### src/rtl/reglist_xfer_pkg.sv
package reglist_xfer_pkg;
  localparam int unsigned REG_IDX_W = 5;

  typedef enum logic [0:0] {
    SEQ_IDLE = 1'b0,
    SEQ_RUN  = 1'b1
  } seq_state_e;

  typedef struct packed {
    logic is_load;
    logic dword;
  } op_mode_t;
endpackage

### src/rtl/reglist_decode.sv
module reglist_decode #(
  parameter int unsigned CNT_W   = 4,
  parameter int unsigned MAP_LEN = 9,
  parameter int unsigned STEP_W  = 4
) (
  input  logic [CNT_W:0]    list_i,
  output logic [STEP_W-1:0] n_base_o,
  output logic [STEP_W-1:0] total_o
);
  logic [CNT_W-1:0] cnt;
  logic             in_range;

  always_comb begin
    cnt      = list_i[CNT_W-1:0];
    in_range = (cnt != '0) && (32'(cnt) <= MAP_LEN);
    n_base_o = in_range ? STEP_W'(cnt) : '0;
    total_o  = n_base_o + STEP_W'(list_i[CNT_W]);
  end
endmodule

### src/rtl/reglist_regmap.sv
module reglist_regmap #(
  parameter int unsigned STEP_W    = 4,
  parameter int unsigned MAP_LEN   = 9,
  parameter int unsigned FIRST_REG = 16,
  parameter int unsigned TAIL_REG  = 30,
  parameter int unsigned LINK_REG  = 31
) (
  input  logic [STEP_W-1:0]                         step_i,
  input  logic [STEP_W-1:0]                         n_base_i,
  output logic [reglist_xfer_pkg::REG_IDX_W-1:0]    reg_o
);
  import reglist_xfer_pkg::*;

  logic [REG_IDX_W-1:0] map_tbl [MAP_LEN];
  logic [REG_IDX_W-1:0] pick;

  for (genvar g = 0; g < MAP_LEN; g++) begin : g_map
    if (g == MAP_LEN - 1) begin : g_tail
      assign map_tbl[g] = REG_IDX_W'(TAIL_REG);
    end else begin : g_run
      assign map_tbl[g] = REG_IDX_W'(FIRST_REG + g);
    end
  end

  always_comb begin
    pick = REG_IDX_W'(LINK_REG);
    for (int i = 0; i < MAP_LEN; i++) begin
      if (32'(step_i) == i) pick = map_tbl[i];
    end
    reg_o = (step_i < n_base_i) ? pick : REG_IDX_W'(LINK_REG);
  end
endmodule

### src/rtl/reglist_ldfmt.sv
module reglist_ldfmt #(
  parameter int unsigned XLEN   = 64,
  parameter int unsigned WORD_W = 32
) (
  input  logic            dword_i,
  input  logic [XLEN-1:0] raw_i,
  output logic [XLEN-1:0] ext_o
);
  localparam int unsigned PAD_W = XLEN - WORD_W;

  always_comb begin
    if (dword_i) ext_o = raw_i;
    else         ext_o = {{PAD_W{raw_i[WORD_W-1]}}, raw_i[WORD_W-1:0]};
  end
endmodule

### src/rtl/reglist_xfer_seq.sv
module reglist_xfer_seq #(
  parameter int unsigned ADDR_W    = 32,
  parameter int unsigned XLEN      = 64,
  parameter int unsigned WORD_W    = 32,
  parameter int unsigned CNT_W     = 4,
  parameter int unsigned MAP_LEN   = 9,
  parameter int unsigned FIRST_REG = 16,
  parameter int unsigned TAIL_REG  = 30,
  parameter int unsigned LINK_REG  = 31
) (
  input  logic              clk,
  input  logic              rst_n,
  input  logic              start_i,
  input  logic              is_load_i,
  input  logic              dword_i,
  input  logic [CNT_W:0]    list_i,
  input  logic [ADDR_W-1:0] base_addr_i,
  output logic              busy_o,
  output logic              done_o,
  output logic [4:0]        rf_raddr_o,
  input  logic [XLEN-1:0]   rf_rdata_i,
  output logic              rf_we_o,
  output logic [4:0]        rf_waddr_o,
  output logic [XLEN-1:0]   rf_wdata_o,
  output logic              mem_req_o,
  output logic              mem_we_o,
  output logic              mem_dword_o,
  output logic [ADDR_W-1:0] mem_addr_o,
  output logic [XLEN-1:0]   mem_wdata_o,
  input  logic              mem_ack_i,
  input  logic [XLEN-1:0]   mem_rdata_i
);
  import reglist_xfer_pkg::*;

  localparam int unsigned STEP_W   = $clog2(MAP_LEN + 2);
  localparam int unsigned WORD_B   = WORD_W / 8;
  localparam int unsigned DWORD_B  = XLEN / 8;

  // reset: asynchronous assertion, synchronous release
  logic [1:0] rst_pipe;
  logic       rst_int_n;

  always_ff @(posedge clk or negedge rst_n) begin
    if (!rst_n) rst_pipe <= '0;
    else        rst_pipe <= {rst_pipe[0], 1'b1};
  end
  assign rst_int_n = rst_pipe[1];

  // state
  seq_state_e        state_q, state_d;
  logic [STEP_W-1:0] step_q, step_d;
  logic [STEP_W-1:0] total_q, nbase_q;
  logic [ADDR_W-1:0] addr_q, addr_d;
  op_mode_t          mode_q;
  logic              done_q, done_d;

  logic [STEP_W-1:0] dec_nbase, dec_total;
  logic [4:0]        cur_reg;
  logic [XLEN-1:0]   load_ext;
  logic [ADDR_W-1:0] stride;

  logic accept, xfer, last_xfer, run, cap_en, adv_en;

  reglist_decode #(
    .CNT_W  (CNT_W),
    .MAP_LEN(MAP_LEN),
    .STEP_W (STEP_W)
  ) u_decode (
    .list_i  (list_i),
    .n_base_o(dec_nbase),
    .total_o (dec_total)
  );

  reglist_regmap #(
    .STEP_W   (STEP_W),
    .MAP_LEN  (MAP_LEN),
    .FIRST_REG(FIRST_REG),
    .TAIL_REG (TAIL_REG),
    .LINK_REG (LINK_REG)
  ) u_regmap (
    .step_i  (step_q),
    .n_base_i(nbase_q),
    .reg_o   (cur_reg)
  );

  reglist_ldfmt #(
    .XLEN  (XLEN),
    .WORD_W(WORD_W)
  ) u_ldfmt (
    .dword_i(mode_q.dword),
    .raw_i  (mem_rdata_i),
    .ext_o  (load_ext)
  );

  // next-state logic
  always_comb begin
    run       = (state_q == SEQ_RUN);
    accept    = (state_q == SEQ_IDLE) && start_i;
    xfer      = run && mem_ack_i;
    last_xfer = xfer && (step_q == total_q - 1'b1);
    cap_en    = accept;
    adv_en    = xfer;
    stride    = mode_q.dword ? ADDR_W'(DWORD_B) : ADDR_W'(WORD_B);

    state_d = state_q;
    if (accept && (dec_total != '0)) state_d = SEQ_RUN;
    else if (last_xfer)              state_d = SEQ_IDLE;

    step_d = step_q;
    addr_d = addr_q;
    if (cap_en) begin
      step_d = '0;
      addr_d = base_addr_i;
    end else if (adv_en) begin
      step_d = step_q + 1'b1;
      addr_d = addr_q + stride;
    end

    done_d = (accept && (dec_total == '0)) || last_xfer;
  end

  // registers
  always_ff @(posedge clk or negedge rst_int_n) begin
    if (!rst_int_n) begin
      state_q <= SEQ_IDLE;
      done_q  <= 1'b0;
    end else begin
      state_q <= state_d;
      done_q  <= done_d;
    end
  end

  always_ff @(posedge clk or negedge rst_int_n) begin
    if (!rst_int_n) begin
      step_q <= '0;
      addr_q <= '0;
    end else if (cap_en || adv_en) begin
      step_q <= step_d;
      addr_q <= addr_d;
    end
  end

  always_ff @(posedge clk or negedge rst_int_n) begin
    if (!rst_int_n) begin
      total_q <= '0;
      nbase_q <= '0;
      mode_q  <= '0;
    end else if (cap_en) begin
      total_q <= dec_total;
      nbase_q <= dec_nbase;
      mode_q  <= '{is_load: is_load_i, dword: dword_i};
    end
  end

  // outputs
  assign busy_o      = run;
  assign done_o      = done_q;
  assign mem_req_o   = run;
  assign mem_we_o    = run && !mode_q.is_load;
  assign mem_dword_o = mode_q.dword;
  assign mem_addr_o  = addr_q;
  assign mem_wdata_o = rf_rdata_i;
  assign rf_raddr_o  = cur_reg;
  assign rf_we_o     = xfer && mode_q.is_load;
  assign rf_waddr_o  = cur_reg;
  assign rf_wdata_o  = load_ext;
endmodule

### config.mk
export PLATFORM = sky130hd
export DESIGN_NAME = reglist_xfer_seq
export DESIGN_NICKNAME = d
export VERILOG_FILES = /design/src/rtl/reglist_xfer_pkg.sv /design/src/rtl/reglist_decode.sv /design/src/rtl/reglist_regmap.sv /design/src/rtl/reglist_ldfmt.sv /design/src/rtl/reglist_xfer_seq.sv
export SDC_FILE = /design/constraint.sdc
export NUM_CORES = 1
export LEC_CHECK = 0
export BUFFER_PORTS_ARGS = -buffer_cell sky130_fd_sc_hd__buf_2
export CORE_AREA = 3 3 135 137
export CTS_CLUSTER_SIZE = 16
export DETAILED_ROUTE_END_ITERATION = 16
export DIE_AREA = 0 0 138 140
export GPL_ROUTABILITY_DRIVEN = 0
export GPL_TIMING_DRIVEN = 0
export PLACE_DENSITY_LB_ADDON = 0.2
export SETUP_SLACK_MARGIN = 0.05
export SLEW_MARGIN = 20
export SYNTH_ARGS = -nofsm -noshare
export SYNTH_HDL_FRONTEND = slang
export SYNTH_SLANG_ARGS = --single-unit
### constraint.sdc
create_clock -name clk -period 2.63 [get_ports clk]
set_input_delay 0.6575 -clock clk [delete_from_list [all_inputs] [get_ports clk]]
set_output_delay 0.6575 -clock clk [all_outputs]
set_load 0.005 [all_outputs]
---- Word-level counts from Yosys, hierarchy flattened ----
Index checks and enable logic that the tools add are counted.
word-level totals
  register bits after elaboration ......... 50
  output and inout bits ................... 176
cells by class
  add/subtract/negate cells ............... 4
  magnitude comparators ................... 2
  eq/ne operators ......................... 9
  mux-type cells .......................... 19
  bitwise gates (word level) .............. 1
  reductions and logical operators ........ 18
operator list
  operator                                          number
  2-to-1 mux 32 bit                                 2
  2-to-1 mux 64 bit                                 1
  2-to-1 mux 4 bit                                  14
  adder 32 x 4 -> 32 bit                            1
  == test 4 x 3 -> 1 bit, second input constant     4
  == test 4 x 2 -> 1 bit, second input constant     2
  logical AND 1 bit                                 8
  logical NOT 4 bit                                 2
  nonzero test 4 bit                                2
  adder 4 x 1 -> 4 bit                              1
  adder 4 x 1 -> 4 bit, second input constant       1
  == test 4 x 1 -> 1 bit, second input constant     1
  == test 4 bit                                     1
  == test 4 bit, second input constant              1
  <= comparator 4 bit, second input constant        1
  < comparator 4 bit                                1
  nonzero test 2 bit                                2
  subtractor 4 x 1 -> 4 bit, second input constant  1
  logical OR 1 bit                                  2
  2-to-1 mux 1 bit                                  2
  AND reduction 2 bit                               1
  logical NOT 1 bit                                 1
  inverter 1 bit                                    1

---- Longest topological paths before layout ----
  depth in word-level cells ............... 11
  mapped depth ............................ 10
  gate-level depth less buffers ........... 9

---- Modules after synthesis ----
A second synthesis with hierarchy kept.
second synthesis, totals
  cell total of the unflattened synthesis .. 475
  area, all modules ....................... 4265.3 um^2
modules (own cells, without submodules)
  module            times used  cells an instance  area an instance (um^2)
  reglist_xfer_seq  1           377                3244.4
  reglist_ldfmt     1           71                 799.5
  reglist_regmap    1           18                 127.6
  reglist_decode    1           9                  93.8

---- Worst setup path before layout ----
Ideal clock, no wire load.
  kind .................................... reg2reg
  from .................................... register mode_q, in the netlist mem_dword_o
  to ...................................... register addr_q[16], in the netlist mem_addr_o[16]
  library setup time ...................... 0.094 ns
  arrival ................................. 2.541 ns
  required time ........................... 2.536 ns
  path slack .............................. -0.005 ns
  stages on the path, launching flop included .. 11
  buffers on the path ..................... 1
  path through ............................ dfrtp_1 clkbuf_1 inv_1 ha_1 inv_1 fa_1 nand4b_2 nor4_1 and3_1 nor3_1 a211oi_1
on the way
  cells in the longest elaborated chain, start to end .. 4
ends and longest elaborated chain
  item                    RTL line                 text
  start, declared         reglist_xfer_seq.sv:54   op_mode_t mode_q;
  start signal, assigned  reglist_xfer_seq.sv:151  mode_q <= '{is_load: is_load_i, dword: dword_i};
  2-to-1 mux 4 bit        reglist_xfer_seq.sv:103  stride = mode_q.dword ? ADDR_W'(DWORD_B) : ADDR_W'(WORD_B);
  adder 32 x 4 -> 32 bit  reglist_xfer_seq.sv:116  addr_d = addr_q + stride;
  2-to-1 mux 32 bit       reglist_xfer_seq.sv:114  end else if (adv_en) begin
  2-to-1 mux 32 bit       reglist_xfer_seq.sv:111  if (cap_en) begin
  end signal, assigned    reglist_xfer_seq.sv:139  addr_q <= addr_d;
  end, declared           reglist_xfer_seq.sv:53   logic [ADDR_W-1:0] addr_q, addr_d;
Every way passes these cells. The select of a mux whose other input is x is not followed.
A chain may end at the register's enable or synchronous reset.

---- Worst setup path in the final report ----
  from .................................... register step_q[1]
  to ...................................... output port rf_waddr_o[2]
on the way
  cells in the longest elaborated chain, start to end .. 11
  elaborated cells between the ends (all ways) .. 20
  those cells by class .................... order compare: 1; eq/ne: 8; mux: 10; reduce/logical: 1
ends and longest elaborated chain
  item                           RTL line                 text
  start, declared                reglist_xfer_seq.sv:51   logic [STEP_W-1:0] step_q, step_d;
  start signal, assigned         reglist_xfer_seq.sv:138  step_q <= step_d;
  logical NOT 4 bit              reglist_regmap.sv:28     if (32'(step_i) == i) pick = map_tbl[i];
  2-to-1 mux 4 bit (9 in a row)  reglist_regmap.sv:28
  2-to-1 mux 4 bit *             reglist_regmap.sv:30     reg_o = (step_i < n_base_i) ? pick : REG_IDX_W'(LINK_REG);
  end, declared                  reglist_xfer_seq.sv:23   output logic [4:0] rf_waddr_o,
Mark *: on every way between the ends. The rest lies on a longest branch, timed or not.

==> reports/metrics.csv <==
stage,metric,value,unit
status,status,completed,
power,combinational power share,57.3,%
timing,final setup violation count,0,
synth,post-synthesis cell type count,46,
die,Die H,140,um
place,dpl cells,976,
die,full die area,19320,sq um
route,routed vias/inst,4.161,
worst_setup_path,Critical Path AT,1890,ps
finish,NumNets Final,950,
place,hpwl dp,12310,um
timing,max-slew violation count,0,
route,Vias,4128,
finish,layout cells sized above 1,52.15,%
worst_setup_path,crit start category,flip-flop,
synth,Synth Area in Compound Gates,8.266,%
synth,async set-or-reset flop fraction in the synthesized netlist,100.0,%
cts,Max Root-Sink Buffers,2,
synth,Synth Area per Inst,8.083,sq um
timing,f_max,0.3930,GHz
die,Initial Utilization,23.53,%
cts,clk sink count,50,
synth,synth warn,0,
die,chip width,138,um
power,VDD IR max,0.0002704,V
synth,Synth Area in Adders,4.211,%
worst_setup_path,Worst Path Required,1970,ps
power,Lkg Pwr,3.110,nW
cts,CTS root buffer,clkbuf_16,
worst_hold_path,Hold WC Path Type,in2async,
cts,htree depth,2,
synth,Mapped Area,4041,sq um
route,Post-Route WL,14930,um
place,port bufs,249,
synth,"EDFF count, synth",0,
finish,Finished Cell Area,5861,sq um
global_route,vias in the first global route,4025,
global_route,initial antenna violation count,1,
power,Switch Pwr,2.272,mW
cts,CTS Buf Count,5,
global_route,global-route met1 utilization,17.12,%
timing,fin crit period,2545,ps
route,# DRC,0,
route,Final ANT Viol Nets,0,
route,initial DRC count,97,
worst_setup_path,CP endpoint kind,primary output,
finish,Area Growth Syn to Fin,45.02,%
finish,diode count,0,
power,power per standard cell area,891.9,nW/um^2
global_route,gr ovfl total,0,
global_route,first-pass GRT wire length,22160,um
synth,combinational family with the most area after synthesis,simple AND/OR/NAND/NOR gates,
finish,fin cells,992,
global_route,GR Util All Layers,14.41,%
timing,Hold Fails Final Rpt,0,
place,Area after DPL,5587,sq um
finish,sequential cell area,1257,sq um
die,Core Area,17180,sq um
worst_setup_path,critical path type,reg2out,
timing,normalized max-slew margin,55.41,%
cts,Worst-Skew Late Latency,290,ps
cts,hold-fix buffers at CTS,0,
power,clock share of power,13.0,%
power,Internal Power,2.955,mW
worst_setup_path,crit-path max FO,4,
route,drt pass-1 iters,4,
synth,xor/xnor share of the synthesized area,6.935,%
finish,Post-Route Utilization,34.12,%
global_route,M3 GR Usage,3.926,%
timing,Final Cycle Share,96.76,%
power,Sw Ratio,43.47,%
timing,final clock skew,5.019,ps
synth,ys flop type,dfrtp_1,
synth,"FF+latch count, synth",50,
synth,Cells after Synth,500,
global_route,Most Crowded Layer GR,met2,
synth,multiplexer area fraction after synthesis,0.8050,%
job,MaxCap Viol Count,0,
cts,CTS tree,yes,
route,WL per Instance,15.05,um
cts,clock-pin transition on the worst setup and hold timing paths,70,ps
synth,sequential area share after synthesis,30.96,%
finish,area of the multi-input gates,1922,sq um
synth,simple-gate share of the synthesized area,25.45,%
power,share of power burned in registers,29.7,%
global_route,GR Util met2,26.21,%
die,row cnt,48,
finish,Filler cells,1904,
die,Ports,347,
timing,Worst-Margin Slew,668.9,ps
timing,RSZ-0062 raised after global routing,yes,
global_route,largest net degree at the start of global routing,49,
## final timing paths
path	start	end	slack [ps]	depth (start not counted)
max	step_q[1]	rf_waddr_o[2]	90	7
min	rst_n	rst_pipe[0]	130	1
max reg2reg	mem_dword_o	mem_addr_o[10]	240	11
min reg2reg	rst_pipe[0]	rst_pipe[1]	360	0
max in group asynchronous	rst_pipe[1]	step_q[0]	1780	0
min in group clk	rst_pipe[0]	rst_pipe[1]	360	0
## state kept, by name (all words and copies together) (netlist names)
register	cells
mem_addr_o	32
mode_q	1
total_q	4
done_o	1
busy_o	1
mem_dword_o	1
step_q	4
nbase_q	4
rst_pipe	2
## Yosys cell counts, types with 3 or more instances
library cell / number / share of area (%)
nor4_4: 7 / 3.7
ha_1: 12 / 3.7
o21ai_0: 25 / 3.1
a21o_1: 3 / 0.56
dfrtp_1: 50 / 31
nand3_1: 10 / 1.2
nand4_1: 5 / 0.77
and3_1: 4 / 0.62
nand2_1: 120 / 11
nor3_1: 9 / 1.1
a211oi_1: 4 / 0.74
a21oi_1: 8 / 0.99
xor2_1: 5 / 1.1
xnor2_1: 27 / 5.9
o21ai_1: 9 / 1.1
buf_4: 103 / 19
inv_1: 18 / 1.7
nor2_1: 22 / 2.0
nor4_1: 4 / 0.62
nand2b_1: 4 / 0.62
clkbuf_1: 18 / 1.7
## per-layer routing
layer / part of all wire [%] / up-vias / wire length, um
met5: 0.087 / - / 13
met4: 1.2 / 2 / 182
li1: - / 2058 / -
met1: 41 / 1859 / 6073
met2: 51 / 196 / 7547
met3: 7.4 / 13 / 1108
## power groups by stage
stage               registers [mW]  clock network (mW)  logic (mW)
global route                  1.62               0.739        3.35
CTS                           1.56               0.712        3.00
detailed placement            1.58                   0        2.86
finish                        1.55               0.679        3.00
floorplan                     1.50                   0        1.64
global placement              1.57                   0        2.85
## metrics by stage
| step | setup WS (ps) | power (mW) | setup TNS [ps] | hold WS (ps) |
|---|---|---|---|---|
| after floorplan | 136.9 | 3.131 | 0 | 331.2 |
| after global placement | -364.3 | 4.420 | -889.6 | 333.7 |
| after detailed placement | -398.3 | 4.438 | -1102 | 342.6 |
| after CTS | 65.86 | 5.270 | 0 | 122.7 |
| after global routing | -0.4354 | 5.707 | -0.4354 | 124.5 |
| final | 85.16 | 5.227 | 0 | 134.4 |
## worst max-delay path, cell delays in order, from the launching register on
cell and delay (ps):
dfrtp_2 430, ha_4 240, a21o_1 150, a21o_1 200, a21oi_4 200, nand3b_1 110, buf_4 140, buf_2 120
## area by class of cell
| class | instances | share of cell area (%) |
|---|---|---|
| multi-input cells | 309 | 32.79 |
| repair buffers | 257 | 22.29 |
| flip-flops and latches | 50 | 21.46 |
| plain buffers | 125 | 14.92 |
| well taps | 225 | 4.804 |
| clock buffers | 6 | 2.370 |
| inverters | 18 | 1.153 |
| clock inverters | 2 | 0.2135 |
## repair_timing
| item | in CTS | in global routing |
|---|---|---|
| resized for setup | 8 | 8 |
| gates cloned | 0 | 0 |
| setup endpoints to repair | 26 | 37 |
| pin swaps | 3 | 3 |
| buffers inserted | 5 | 3 |
## layout by cell type, fill, tap and decap left out, types with 11 or more instances in the layout
cell type	Yosys	layout
nor2_1	22	22
ha_1	12	11
xnor2_1	27	27
nand2_1	120	119
o21ai_0	25	23
inv_1	18	16
buf_2	2	251
buf_4	103	111
clkbuf_1	18	17
dfrtp_1	50	47
## cells by family (layout without fill, tap and decap cells)
| logic type | after synthesis | count (layout) |
|---|---|---|
| AND/OR/NAND/NOR | 200 | 200 |
| buffers and inverters | 143 | 408 |
| AO/OA/AOI/OAI | 58 | 58 |
| flip-flops | 50 | 50 |
| XOR/XNOR | 32 | 32 |
| adder cells (fa/ha/maj) | 13 | 13 |
| multiplexers | 3 | 3 |
| other | 1 | 3 |
No activity file was read; power rests on OpenSTA's default activity.
